**src/rtl/sdram_pwrup_pkg.sv**
```systemverilog
package sdram_pwrup_pkg;

   // Command group order: {cs_n, ras_n, cas_n, we_n}
   typedef enum logic [3:0] {
      SD_LOADMODE = 4'b0000,
      SD_REFRESH  = 4'b0001,
      SD_PRECHG   = 4'b0010,
      SD_ACTIVATE = 4'b0011,
      SD_WRITE    = 4'b0100,
      SD_READ     = 4'b0101,
      SD_NOP      = 4'b0111
   } sd_cmd_e;

   typedef enum logic [2:0] {
      PH_STABLE,
      PH_PRECHG,
      PH_REFRESH,
      PH_MODE,
      PH_READY
   } pwrup_phase_e;

   // Mode word:
   //   [2:0] burst length code
   //   [3]   burst type (0 = sequential)
   //   [6:4] CAS latency
   //   all other bits zero
   function automatic logic [15:0] mode_word(input int cas_lat,
                                             input int bl_code,
                                             input bit interleave);
      logic [15:0] w;
      w      = '0;
      w[2:0] = 3'(bl_code);
      w[3]   = interleave;
      w[6:4] = 3'(cas_lat);
      return w;
   endfunction

endpackage

```
**src/rtl/sdram_pwrup_timer.sv**
```systemverilog
module sdram_pwrup_timer #(
   parameter int TMR_W     = 15,
   parameter int RESET_VAL = 100
) (
   input  logic             clk,
   input  logic             rst_n,
   input  logic             load,
   input  logic [TMR_W-1:0] load_val,
   output logic             expired
);

   logic [TMR_W-1:0] cnt;

   always_ff @(posedge clk) begin
      if (!rst_n)
         cnt <= TMR_W'(RESET_VAL);
      else if (load)
         cnt <= load_val;
      else if (cnt != '0)
         cnt <= cnt - 1'b1;
   end

   assign expired = (cnt == '0);

endmodule

```
**src/rtl/sdram_pwrup_fsm.sv**
```systemverilog
module sdram_pwrup_fsm
   import sdram_pwrup_pkg::*;
#(
   parameter int TMR_W      = 15,
   parameter int TRP_CYC    = 3,
   parameter int TRFC_CYC   = 10,
   parameter int TMRD_CYC   = 2,
   parameter int REF_COUNT  = 2
) (
   input  logic             clk,
   input  logic             rst_n,
   input  logic             expired,
   output logic             tmr_load,
   output logic [TMR_W-1:0] tmr_val,
   output logic             issue,
   output sd_cmd_e          issue_cmd,
   output logic             ready_set
);

   localparam int RC_W = $clog2(REF_COUNT + 1);

   pwrup_phase_e    phase, phase_nx;
   logic [RC_W-1:0] ref_cnt, ref_cnt_nx;

   always_ff @(posedge clk) begin
      if (!rst_n) begin
         phase   <= PH_STABLE;
         ref_cnt <= '0;
      end else begin
         phase   <= phase_nx;
         ref_cnt <= ref_cnt_nx;
      end
   end

   always_comb begin
      phase_nx   = phase;
      ref_cnt_nx = ref_cnt;
      tmr_load   = 1'b0;
      tmr_val    = '0;
      issue      = 1'b0;
      issue_cmd  = SD_NOP;
      ready_set  = 1'b0;
      if (expired) begin
         unique case (phase)
            PH_STABLE: begin
               issue     = 1'b1;
               issue_cmd = SD_PRECHG;
               tmr_load  = 1'b1;
               tmr_val   = TMR_W'(TRP_CYC - 1);
               phase_nx  = PH_PRECHG;
            end
            PH_PRECHG, PH_REFRESH: begin
               if (phase == PH_REFRESH && ref_cnt == RC_W'(REF_COUNT)) begin
                  issue     = 1'b1;
                  issue_cmd = SD_LOADMODE;
                  tmr_load  = 1'b1;
                  tmr_val   = TMR_W'(TMRD_CYC - 1);
                  phase_nx  = PH_MODE;
               end else begin
                  issue      = 1'b1;
                  issue_cmd  = SD_REFRESH;
                  tmr_load   = 1'b1;
                  tmr_val    = TMR_W'(TRFC_CYC - 1);
                  ref_cnt_nx = ref_cnt + 1'b1;
                  phase_nx   = PH_REFRESH;
               end
            end
            PH_MODE: begin
               ready_set = 1'b1;
               phase_nx  = PH_READY;
            end
            default: ;
         endcase
      end
   end

endmodule

```
**src/rtl/sdram_pwrup_cmd_drv.sv**
```systemverilog
module sdram_pwrup_cmd_drv
   import sdram_pwrup_pkg::*;
#(
   parameter int ADDR_W   = 13,
   parameter int BANK_W   = 2,
   parameter int AP_BIT   = 10,
   parameter logic [ADDR_W-1:0] MODE_VAL = '0
) (
   input  logic              clk,
   input  logic              rst_n,
   input  logic              issue,
   input  sd_cmd_e           issue_cmd,
   input  logic              ready_set,
   output logic [3:0]        cmd_bus,
   output logic [ADDR_W-1:0] addr,
   output logic [BANK_W-1:0] bank,
   output logic              ready
);

   localparam logic [ADDR_W-1:0] PRE_ALL = ADDR_W'(1) << AP_BIT;

   logic [ADDR_W-1:0] addr_sel;

   always_comb begin
      unique case (issue_cmd)
         SD_PRECHG:   addr_sel = PRE_ALL;
         SD_LOADMODE: addr_sel = MODE_VAL;
         default:     addr_sel = '0;
      endcase
   end

   always_ff @(posedge clk) begin
      if (!rst_n) begin
         cmd_bus <= SD_NOP;
         addr    <= '0;
         bank    <= '0;
         ready   <= 1'b0;
      end else begin
         cmd_bus <= issue ? issue_cmd : SD_NOP;
         addr    <= issue ? addr_sel : '0;
         bank    <= '0;
         if (ready_set)
            ready <= 1'b1;
      end
   end

endmodule

```
**src/rtl/sdram_pwrup_seq.sv**
```systemverilog
module sdram_pwrup_seq
   import sdram_pwrup_pkg::*;
#(
   parameter int ADDR_W      = 13,
   parameter int BANK_W      = 2,
   parameter int WAIT_CYCLES = 26600,
   parameter int TRP_CYC     = 3,
   parameter int TRFC_CYC    = 10,
   parameter int TMRD_CYC    = 2,
   parameter int REF_COUNT   = 2,
   parameter int CAS_LAT     = 3,
   parameter int BL_CODE     = 0,
   parameter bit INTERLEAVE  = 1'b0,
   parameter int AP_BIT      = 10
) (
   input  logic              clk,
   input  logic              rst_n,
   output logic              sd_cs_n,
   output logic              sd_ras_n,
   output logic              sd_cas_n,
   output logic              sd_we_n,
   output logic [ADDR_W-1:0] sd_addr,
   output logic [BANK_W-1:0] sd_ba,
   output logic              init_done
);

   localparam int MAX_GAP = (WAIT_CYCLES > TRFC_CYC) ? WAIT_CYCLES : TRFC_CYC;
   localparam int TMR_W   = $clog2(MAX_GAP + 1);
   localparam logic [15:0] MODE16 = mode_word(CAS_LAT, BL_CODE, INTERLEAVE);
   localparam logic [ADDR_W-1:0] MODE_VAL = MODE16[ADDR_W-1:0];

   generate
      if (ADDR_W < 11 || AP_BIT >= ADDR_W) begin : g_bad_addr
         $error("address bus too narrow for auto-precharge bit and mode word");
      end
      if (WAIT_CYCLES < 2 || TRP_CYC < 1 || TRFC_CYC < 1 || TMRD_CYC < 1) begin : g_bad_gap
         $error("every gap must be at least one cycle");
      end
      if (REF_COUNT < 1) begin : g_bad_ref
         $error("at least one refresh is required");
      end
      if (CAS_LAT < 1 || CAS_LAT > 3) begin : g_bad_cl
         $error("unsupported CAS latency");
      end
   endgenerate

   logic             expired, tmr_load, issue, ready_set;
   logic [TMR_W-1:0] tmr_val;
   sd_cmd_e          issue_cmd;
   logic [3:0]       cmd_bus;

   sdram_pwrup_timer #(
      .TMR_W     (TMR_W),
      .RESET_VAL (WAIT_CYCLES - 1)
   ) u_timer (
      .clk      (clk),
      .rst_n    (rst_n),
      .load     (tmr_load),
      .load_val (tmr_val),
      .expired  (expired)
   );

   sdram_pwrup_fsm #(
      .TMR_W     (TMR_W),
      .TRP_CYC   (TRP_CYC),
      .TRFC_CYC  (TRFC_CYC),
      .TMRD_CYC  (TMRD_CYC),
      .REF_COUNT (REF_COUNT)
   ) u_fsm (
      .clk       (clk),
      .rst_n     (rst_n),
      .expired   (expired),
      .tmr_load  (tmr_load),
      .tmr_val   (tmr_val),
      .issue     (issue),
      .issue_cmd (issue_cmd),
      .ready_set (ready_set)
   );

   sdram_pwrup_cmd_drv #(
      .ADDR_W   (ADDR_W),
      .BANK_W   (BANK_W),
      .AP_BIT   (AP_BIT),
      .MODE_VAL (MODE_VAL)
   ) u_drv (
      .clk       (clk),
      .rst_n     (rst_n),
      .issue     (issue),
      .issue_cmd (issue_cmd),
      .ready_set (ready_set),
      .cmd_bus   (cmd_bus),
      .addr      (sd_addr),
      .bank      (sd_ba),
      .ready     (init_done)
   );

   assign {sd_cs_n, sd_ras_n, sd_cas_n, sd_we_n} = cmd_bus;

endmodule

```
**config.mk**
```make
export PLATFORM = sky130hd
export DESIGN_NAME = sdram_pwrup_seq
export DESIGN_NICKNAME = d
export VERILOG_FILES = /design/src/rtl/sdram_pwrup_pkg.sv /design/src/rtl/sdram_pwrup_timer.sv /design/src/rtl/sdram_pwrup_fsm.sv /design/src/rtl/sdram_pwrup_cmd_drv.sv /design/src/rtl/sdram_pwrup_seq.sv
export SDC_FILE = /design/constraint.sdc
export NUM_CORES = 1
export LEC_CHECK = 0
export ABC_CLOCK_PERIOD_IN_PS = 3250
export BUFFER_PORTS_ARGS = -buffer_cell sky130_fd_sc_hd__buf_2
export CAP_MARGIN = 15
export CORE_UTILIZATION = 55
export CTS_CLUSTER_SIZE = 20
export DETAILED_ROUTE_END_ITERATION = 10
export GPL_TIMING_DRIVEN = 0
export PLACE_DENSITY = 0.82
export SETUP_SLACK_MARGIN = 0.15
export SKIP_CTS_REPAIR_TIMING = 1
export SYNTH_ARGS = -nofsm -noshare
export SYNTH_HDL_FRONTEND = slang
export SYNTH_HIERARCHICAL = 1
export SYNTH_SLANG_ARGS = --single-unit
```
**constraint.sdc**
```tcl
create_clock -name clk -period 3.25 [get_ports clk]
set_input_delay 0.65 -clock clk [delete_from_list [all_inputs] [get_ports clk]]
set_output_delay 0.65 -clock clk [all_outputs]
set_load 0.01 [all_outputs]
```
==> results of run 1 <==
-- through the flow --
step / cell area [sq um] / setup slack, ns / hold WS [ns]
floorplan: 1740 / 0.676 / 0.476
global placement: 1820 / 0.0421 / 0.442
detailed placement: 1820 / -0.000522 / 0.453
CTS: 1860 / -0.0124 / 0.491
global route: 1860 / 0.183 / 0.535
finish: 1860 / 0.457 / 0.483
-- synth_stat cells, drive strengths merged, types with 2 or more instances --
library cell,n
buf,29
dfxtp,27
nand2,14
inv,12
nor2,11
o21ai,10
a21oi,8
nor4,7
clkbuf,5
nand3b,5
xor2,5
a31oi,4
nor2b,4
nor3,4
o211ai,4
nand3,3
nor4b,3
o311ai,3
xnor2,3
a211oi,2
a311oi,2
and3,2
conb,2
ha,2
nand2b,2
nor3b,2
o21a,2
-- path summary, 6_finish.rpt --
check            startpoint         endpoint  slack (ns)
max reg2reg  u_timer/cnt[8]  u_timer/cnt[10]        0.46
min reg2reg     u_drv/ready      u_drv/ready        0.48
min             u_drv/ready      u_drv/ready        0.48
max          u_timer/cnt[8]  u_timer/cnt[10]        0.46
-- cells by family (layout without fill, tap and decap cells) --
kind of cell / after synthesis / count (layout) / synth area share
muxes: 1 / 1 / 0.00605
other: 2 / 25 / 0.00454
xor gates and xnor gates: 8 / 8 / 0.0424
AOI/OAI and AO/OA: 39 / 39 / 0.163
buffers and inverters: 46 / 58 / 0.175
and+or+nand+nor: 63 / 63 / 0.267
DFF: 27 / 27 / 0.327
adders and majority gates: 2 / 2 / 0.0151
-- layout make-up --
class                   count  share of cell area
plain buffers              33               0.129
flip-flops and latches     27               0.291
clock inverters             1             0.00472
multi-input cells         138               0.493
clock buffers               3              0.0121
repair buffers              9              0.0243
inverters                  12              0.0243
well taps                  31              0.0209
-- layer usage --
layer  part of all wire  vias up  track usage
met5                  0        -            0
met1               0.52      573        0.263
met4             0.0097        0       0.0801
met2               0.44       21        0.299
met3              0.030        2       0.0276
li1                   -      677            -
-- worst reg2reg max path, cell delays in order (launching register included) --
cell and delay, ns:
sky130_fd_sc_hd__dfxtp_1 0.40, sky130_fd_sc_hd__nor4_1 0.43, sky130_fd_sc_hd__and2_1 0.29, sky130_fd_sc_hd__nand2_1 0.15
sky130_fd_sc_hd__inv_2 0.18, sky130_fd_sc_hd__nand2b_4 0.09, sky130_fd_sc_hd__a21oi_2 0.23, sky130_fd_sc_hd__buf_4 0.23
sky130_fd_sc_hd__clkbuf_1 0.41, sky130_fd_sc_hd__nand2_1 0.13, sky130_fd_sc_hd__nor2_1 0.11, sky130_fd_sc_hd__a21oi_1 0.05
-- state kept, by name, summed over array words and instances, names as in the netlist --
name           count
u_drv/ready        1
u_drv/addr         2
u_drv/cmd_bus      4
u_fsm/ref_cnt      2
u_fsm/phase        3
u_timer/cnt       15
-- report_power, final --
group	total [mW]	internal (mW)	switching, mW
clock network	0.158	0.0502	0.108
registers	0.337	0.335	0.00271
logic	0.0517	0.0273	0.0244
total	0.547	0.412	0.135
==> out/metrics.yaml, run 1 <==
run_status: "finished, violations left"
violations_in_the_final_reports: "DRC"
cts_root_buf: "sky130_fd_sc_hd__clkbuf_4"
die_x_microns: 56.8
critical_path.max_fanout: 10
max_cap_violations: 0
utilization: 0.661
die_area_sq_mm: 0.00323
tritoncts: "yes"
totalWireLength_microns: 2770
n_antenna_cell: 0
cpLargestDelayFamily: "simple AND/OR/NAND/NOR gates"
buffer_ports.inserted: 9
clk_transition_reported_paths_ns: 0.16
slowest_stage: "sky130_fd_sc_hd__nor4_1"
timing.critical_path.required_ns: 3.48
post-synth-top-area-fraction: 0.327
total_power_mw: 0.547
r2r.worst_path.cells: 11
timing.final.hold_violations: 0
grtUsageTotal: 0.191
hold_class: "flop to flop"
antenna_found_initial: 0
grt_pass1_wl_microns: 4840
grt_pass1_vias: 1091
seq_area_frac_synth: 0.327
floorplan.core_area_sq_mm: 0.00281
yosys.cell_types.count: 53
sum_of_overflow_across_all_layers_after_global_routing: 0
cts_buffer_depth: 2
cts_inserted_buffers: 3
timing.critical_path.to_type: "flop"
yosys_warnings: 6
instances_no_fill: 254
unrepaired_setup_endpoints_after_global_routing: "false"
async_reset_ff_frac: 0
post_synth.cell_area_avg_sq_um: 8.80
drive_gt1_frac: 0.274
critical_path_arrival_ns: 3.02
detailedPlacementHpwl_microns: 2100
drcViolationCount: 6
layout.filler_cells: 244
cts_num_sinks: 27
finalMaxSlewViolations: 0
synthCells: 188
grt_start_max_net_pins: 18
detail_route.vias_per_cell: 5.01
layout_common_cells: "27 x sky130_fd_sc_hd__buf_4, 27 x sky130_fd_sc_hd__dfxtp_1, 25 x sky130_fd_sc_hd__conb_1"
crit_path_cell_trace: "nor4_1 > and2_1 > nand2_1 > inv_2 > nand2b_4 > a21oi_2 > buf_4 > clkbuf_1 > nand2_1 > nor2_1 > a21oi_1"
crit_path_start_kind: "flop"
die_y_microns: 56.8
htreeDepth: 1
synth-seq-cells: 27
critical_path_class: "flop to flop"
nets: 228
worst_path_largest_cell_delay_ns: 0.43
vdd_drop_max_v: 0.000175
cp_num_cells: 11
number_of_instances_in_the_placed_design: 251
worst_skew_pair.late_latency_ns: 0.33
power-per-cell-area_mw_per_mm2: 295
synth_area_leaders: "sky130_fd_sc_hd__dfxtp_1 33%, sky130_fd_sc_hd__buf_4 12%, sky130_fd_sc_hd__nand2_1 3.2%"
finClkSkew_ns: 0.0134
max_freq_mhz: 358
vias: 1273
totalNegativeSetupSlack_ns: 0
core.rowCount: 19
synth.largest_area_cell: "sky130_fd_sc_hd__dfxtp_1"
top_reg_cell_synth: "sky130_fd_sc_hd__dfxtp_1"
io-pin-count: 22
multiInputGateArea_sq_um: 915
post-route-min-period_ns: 2.79
detail_route.first_pass.iterations: 7
drt-wirelength-per-cell_microns: 10.9
critPathMostFrequentCell: "sky130_fd_sc_hd__nand2_1"
gp_congestion: 0.877
final_setup_viols: 0
area_growth_pct: 12.2
static-leakage-power_nw: 0.771
initial_utilization: 0.590
detail-route-antenna-nets: 0
detail_route.iter0.violations: 28
mappedNetlistArea_sq_mm: 0.00165
synth-edff-count: 0
fin_crit_sh: 0.859
worst-path-buf-inv: 3
regArea_sq_um: 541
hold-path-cell-count: 1
(Power assumes the default switching activity.)
==> run 2: changes to the inputs <==
--- a/config.mk
+++ b/config.mk
@@ -12,10 +12,9 @@
 export CTS_CLUSTER_SIZE = 20
 export DETAILED_ROUTE_END_ITERATION = 10
 export GPL_TIMING_DRIVEN = 0
-export PLACE_DENSITY = 0.82
+export PLACE_DENSITY = 0.83
 export SETUP_SLACK_MARGIN = 0.15
 export SKIP_CTS_REPAIR_TIMING = 1
 export SYNTH_ARGS = -nofsm -noshare
 export SYNTH_HDL_FRONTEND = slang
-export SYNTH_HIERARCHICAL = 1
 export SYNTH_SLANG_ARGS = --single-unit
==> out/metrics.yaml, run 2 <==
tightestPinTransition_ns: 0.518
worst_slew_margin_rel: 0.652
crit_path_cell_trace: "nor4_4 > nand2_1 > or4_1 > a21oi_1"
yosys.cell_types.count: 43  # -19%
drcViolationCount: 0  # -6
detail-route-antenna-nets: 0  # unchanged
totalWireLength_microns: 2680  # -3.4%
design_area_sq_mm: 0.00153  # -17%
swShare: 0.206  # -0.0407
timing.final.hold_violations: 0  # unchanged
drt-wirelength-per-cell_microns: 13.0  # +19%
mappedNetlistArea_sq_mm: 0.00136  # -18%
initial_utilization: 0.599  # +0.00958
vdd_drop_max_v: 0.000288  # +64%
layout_common_cells: "26 x sky130_fd_sc_hd__dfxtp_1, 15 x sky130_fd_sc_hd__buf_4, 13 x sky130_fd_sc_hd__conb_1"
area_growth_pct: 12.3
io-pin-count: 22  # unchanged
synth-seq-cells: 26  # -3.7%
hold_end: "u_fsm.ref_cnt[0]"
max_cap_violations: 0  # unchanged
r2r.worst_path.cells: 4  # -7
yosys-top-cells-count: "26 x sky130_fd_sc_hd__dfxtp_1, 15 x sky130_fd_sc_hd__buf_4, 10 x sky130_fd_sc_hd__nor3_1"
detail_route.vias_per_cell: 5.55  # +11%
grtUsageTotal: 0.225  # +0.0342
critical_path.max_fanout: 9  # -1
vias: 1144  # -10%
number_of_flip_flops_under_the_largest_register_name: 15  # unchanged
yosys.cell_count.top_type: "sky130_fd_sc_hd__dfxtp_1"
placed_area_sq_mm: 0.00148  # -19%
worst-path-buf-inv: 0  # -3
top_reg_cell_synth: "sky130_fd_sc_hd__dfxtp_1"
synth.largest_area_cell: "sky130_fd_sc_hd__dfxtp_1"
nets: 184  # -19%
finalMaxSlewViolations: 0  # unchanged
multiInputGateArea_sq_um: 729  # -20%
share_seq_of_total_power: 0.559  # -0.058
unrepaired_setup_endpoints_after_global_routing: "false"
final_setup_viols: 0  # unchanged
cts_inserted_buffers: 3  # unchanged
timing.rr.start: "u_timer.cnt[2]"
sum_of_overflow_across_all_layers_after_global_routing: 0  # unchanged
reg_top3: "u_timer.cnt (15), u_drv.cmd_bus (3), u_fsm.phase (3)"
rrSetupSlack_ns: 1.30  # +0.84 ns
final_common_cell: "sky130_fd_sc_hd__dfxtp_1"
critical_path.startpoint: "u_timer.cnt[2]"
min_from: "u_fsm.ref_cnt[0]"
clk_transition_reported_paths_ns: 0.14  # -0.02 ns
critical_path_class: "flop to flop"
netSwitchingPower_mw: 0.120  # -11%
seq_area_frac_synth: 0.382  # +0.0549
hold-path-cell-count: 2  # +1
gp_congestion: 0.841  # -4.1%
cpLargestDelayFamily: "simple AND/OR/NAND/NOR gates"
critical_path_arrival_ns: 2.20  # -0.82 ns
yosys_warnings: 0  # -6
finClkSkew_ns: 0.0106  # -0.00282 ns
regToRegEndpoint: "u_timer.cnt[11]"
tritoncts: "yes"
p_int_mw: 0.463  # +12%
buffer_ports.inserted: 7  # -2
synth-edff-count: 0  # unchanged
n_antenna_cell: 0  # unchanged
synthCells: 155  # -18%
static-leakage-power_nw: 0.618  # -20%
grt_pass1_vias: 1037  # -4.9%
timing.critical_path.required_ns: 3.50  # +0.02 ns
timing.critical_path.to_type: "flop"
totalNegativeSetupSlack_ns: 0  # unchanged
worst_skew_pair.late_latency_ns: 0.32  # about the same
die_x_microns: 51.8  # -8.9%
detail_route.iter0.violations: 29  # +3.6%
crit_path_start_kind: "flop"
share_of_power_burned_in_combinational_logic: 0.065  # -0.030
slowest_stage: "sky130_fd_sc_hd__nor4_4"
htreeDepth: 1  # unchanged
max_freq_mhz: 512  # +43%
power-per-cell-area_mw_per_mm2: 381  # +29%
die_y_microns: 51.8  # -8.9%
core.rowCount: 17  # -2
die_area_sq_mm: 0.00268  # -17%
detail_route.first_pass.iterations: 5  # -2
run_status: "complete, no violations"
registers.top_by_ff_count: "u_timer.cnt"
cts_num_sinks: 26  # -3.7%
hold_class: "flop to flop"
post-route-min-period_ns: 1.95  # -0.840 ns
fin_crit_sh: 0.601  # -0.259
async_reset_ff_frac: 0  # unchanged
cts_root_buf: "sky130_fd_sc_hd__clkbuf_4"
p_clk_frac: 0.376  # +0.087
number_of_instances_in_the_placed_design: 202  # -20%
post-synth-top-area-fraction: 0.382  # +0.0549
total_power_mw: 0.583  # +6.7%
cts_buffer_depth: 2  # unchanged
floorplan.core_area_sq_mm: 0.00228  # -19%
detailedPlacementHpwl_microns: 1970  # -6.2%
layout.filler_cells: 203  # -17%
drive_gt1_frac: 0.213  # -0.0601
antenna_found_initial: 0  # unchanged
worst_path_largest_cell_delay_ns: 0.54  # +0.11 ns
instances_no_fill: 206  # -19%
grt_start_max_net_pins: 16  # -2
regArea_sq_um: 520  # -3.7%
post_synth.cell_area_avg_sq_um: 8.80  # about the same
synth_area_leaders: "sky130_fd_sc_hd__dfxtp_1 38%, sky130_fd_sc_hd__buf_4 8.3%, sky130_fd_sc_hd__nor3_1 3.7%"
grt_pass1_wl_microns: 4520  # -6.7%
[run 2: cell type report]
class	count	share of cell area
Buffer	21	0.0891
Clock buffer	3	0.0147
Clock inverter	1	0.0196
Inverter	6	0.0147
Multi-Input combinational cell	114	0.476
Sequential cell	26	0.340
Tap cell	28	0.0229
Timing Repair Buffer	7	0.0229
[run 2: layer usage]
metal  part of all wire  global-route usage  wire [microns]
met1               0.43               0.276            1150
met2               0.50               0.405            1340
met3              0.067              0.0556             178
met4             0.0034              0.0315               9
met5                  0                   0               0
[run 2: stage by stage]
| stage | util | worst slack, ns | hold slack, ns |
|---|---|---|---|
| floorplan | - | 1.52 | 0.444 |
| global placement | 0.650 | 1.37 | 0.443 |
| detailed placement | 0.650 | 1.31 | 0.465 |
| CTS | 0.673 | 1.29 | 0.488 |
| global route | 0.673 | 1.12 | 0.511 |
| finish | 0.673 | 1.30 | 0.489 |
[run 2: worst max path at each step]
stage / to / cells after the start / slack [ns]
finish: u_timer.cnt[11] / 4 / 1.30
global route: u_timer.cnt[11] / 4 / 1.12
floorplan: u_drv.cmd_bus[0] / 5 / 1.52
global placement: u_drv.cmd_bus[0] / 5 / 1.37
CTS: u_timer.cnt[11] / 4 / 1.29
detailed placement: u_drv.cmd_bus[0] / 5 / 1.31
[run 2: worst reg2reg max path, stage by stage, from the launching register on]
cell	delay (ns)
sky130_fd_sc_hd__dfxtp_1	0.39
sky130_fd_sc_hd__nor4_4	0.54
sky130_fd_sc_hd__nand2_1	0.26
sky130_fd_sc_hd__or4_1	0.52
sky130_fd_sc_hd__a21oi_1	0.17
[run 2: power by group through the flow]
stage	logic [mW]	registers (mW)	clock network, mW
global placement	0.0357	0.333	0
global route	0.0423	0.327	0.236
finish	0.0376	0.326	0.220
detailed placement	0.0370	0.333	0
floorplan	0.0323	0.332	0
CTS	0.0370	0.326	0.222
[run 2: cells by family after synthesis]
family	share of synthesized area
other	0.00275
AOI/OAI and AO/OA	0.184
DFF	0.382
muxes	0.00826
xor gates and xnor gates	0.0128
buffers and inverters	0.117
adders and majority gates	0.0275
and+or+nand+nor	0.266
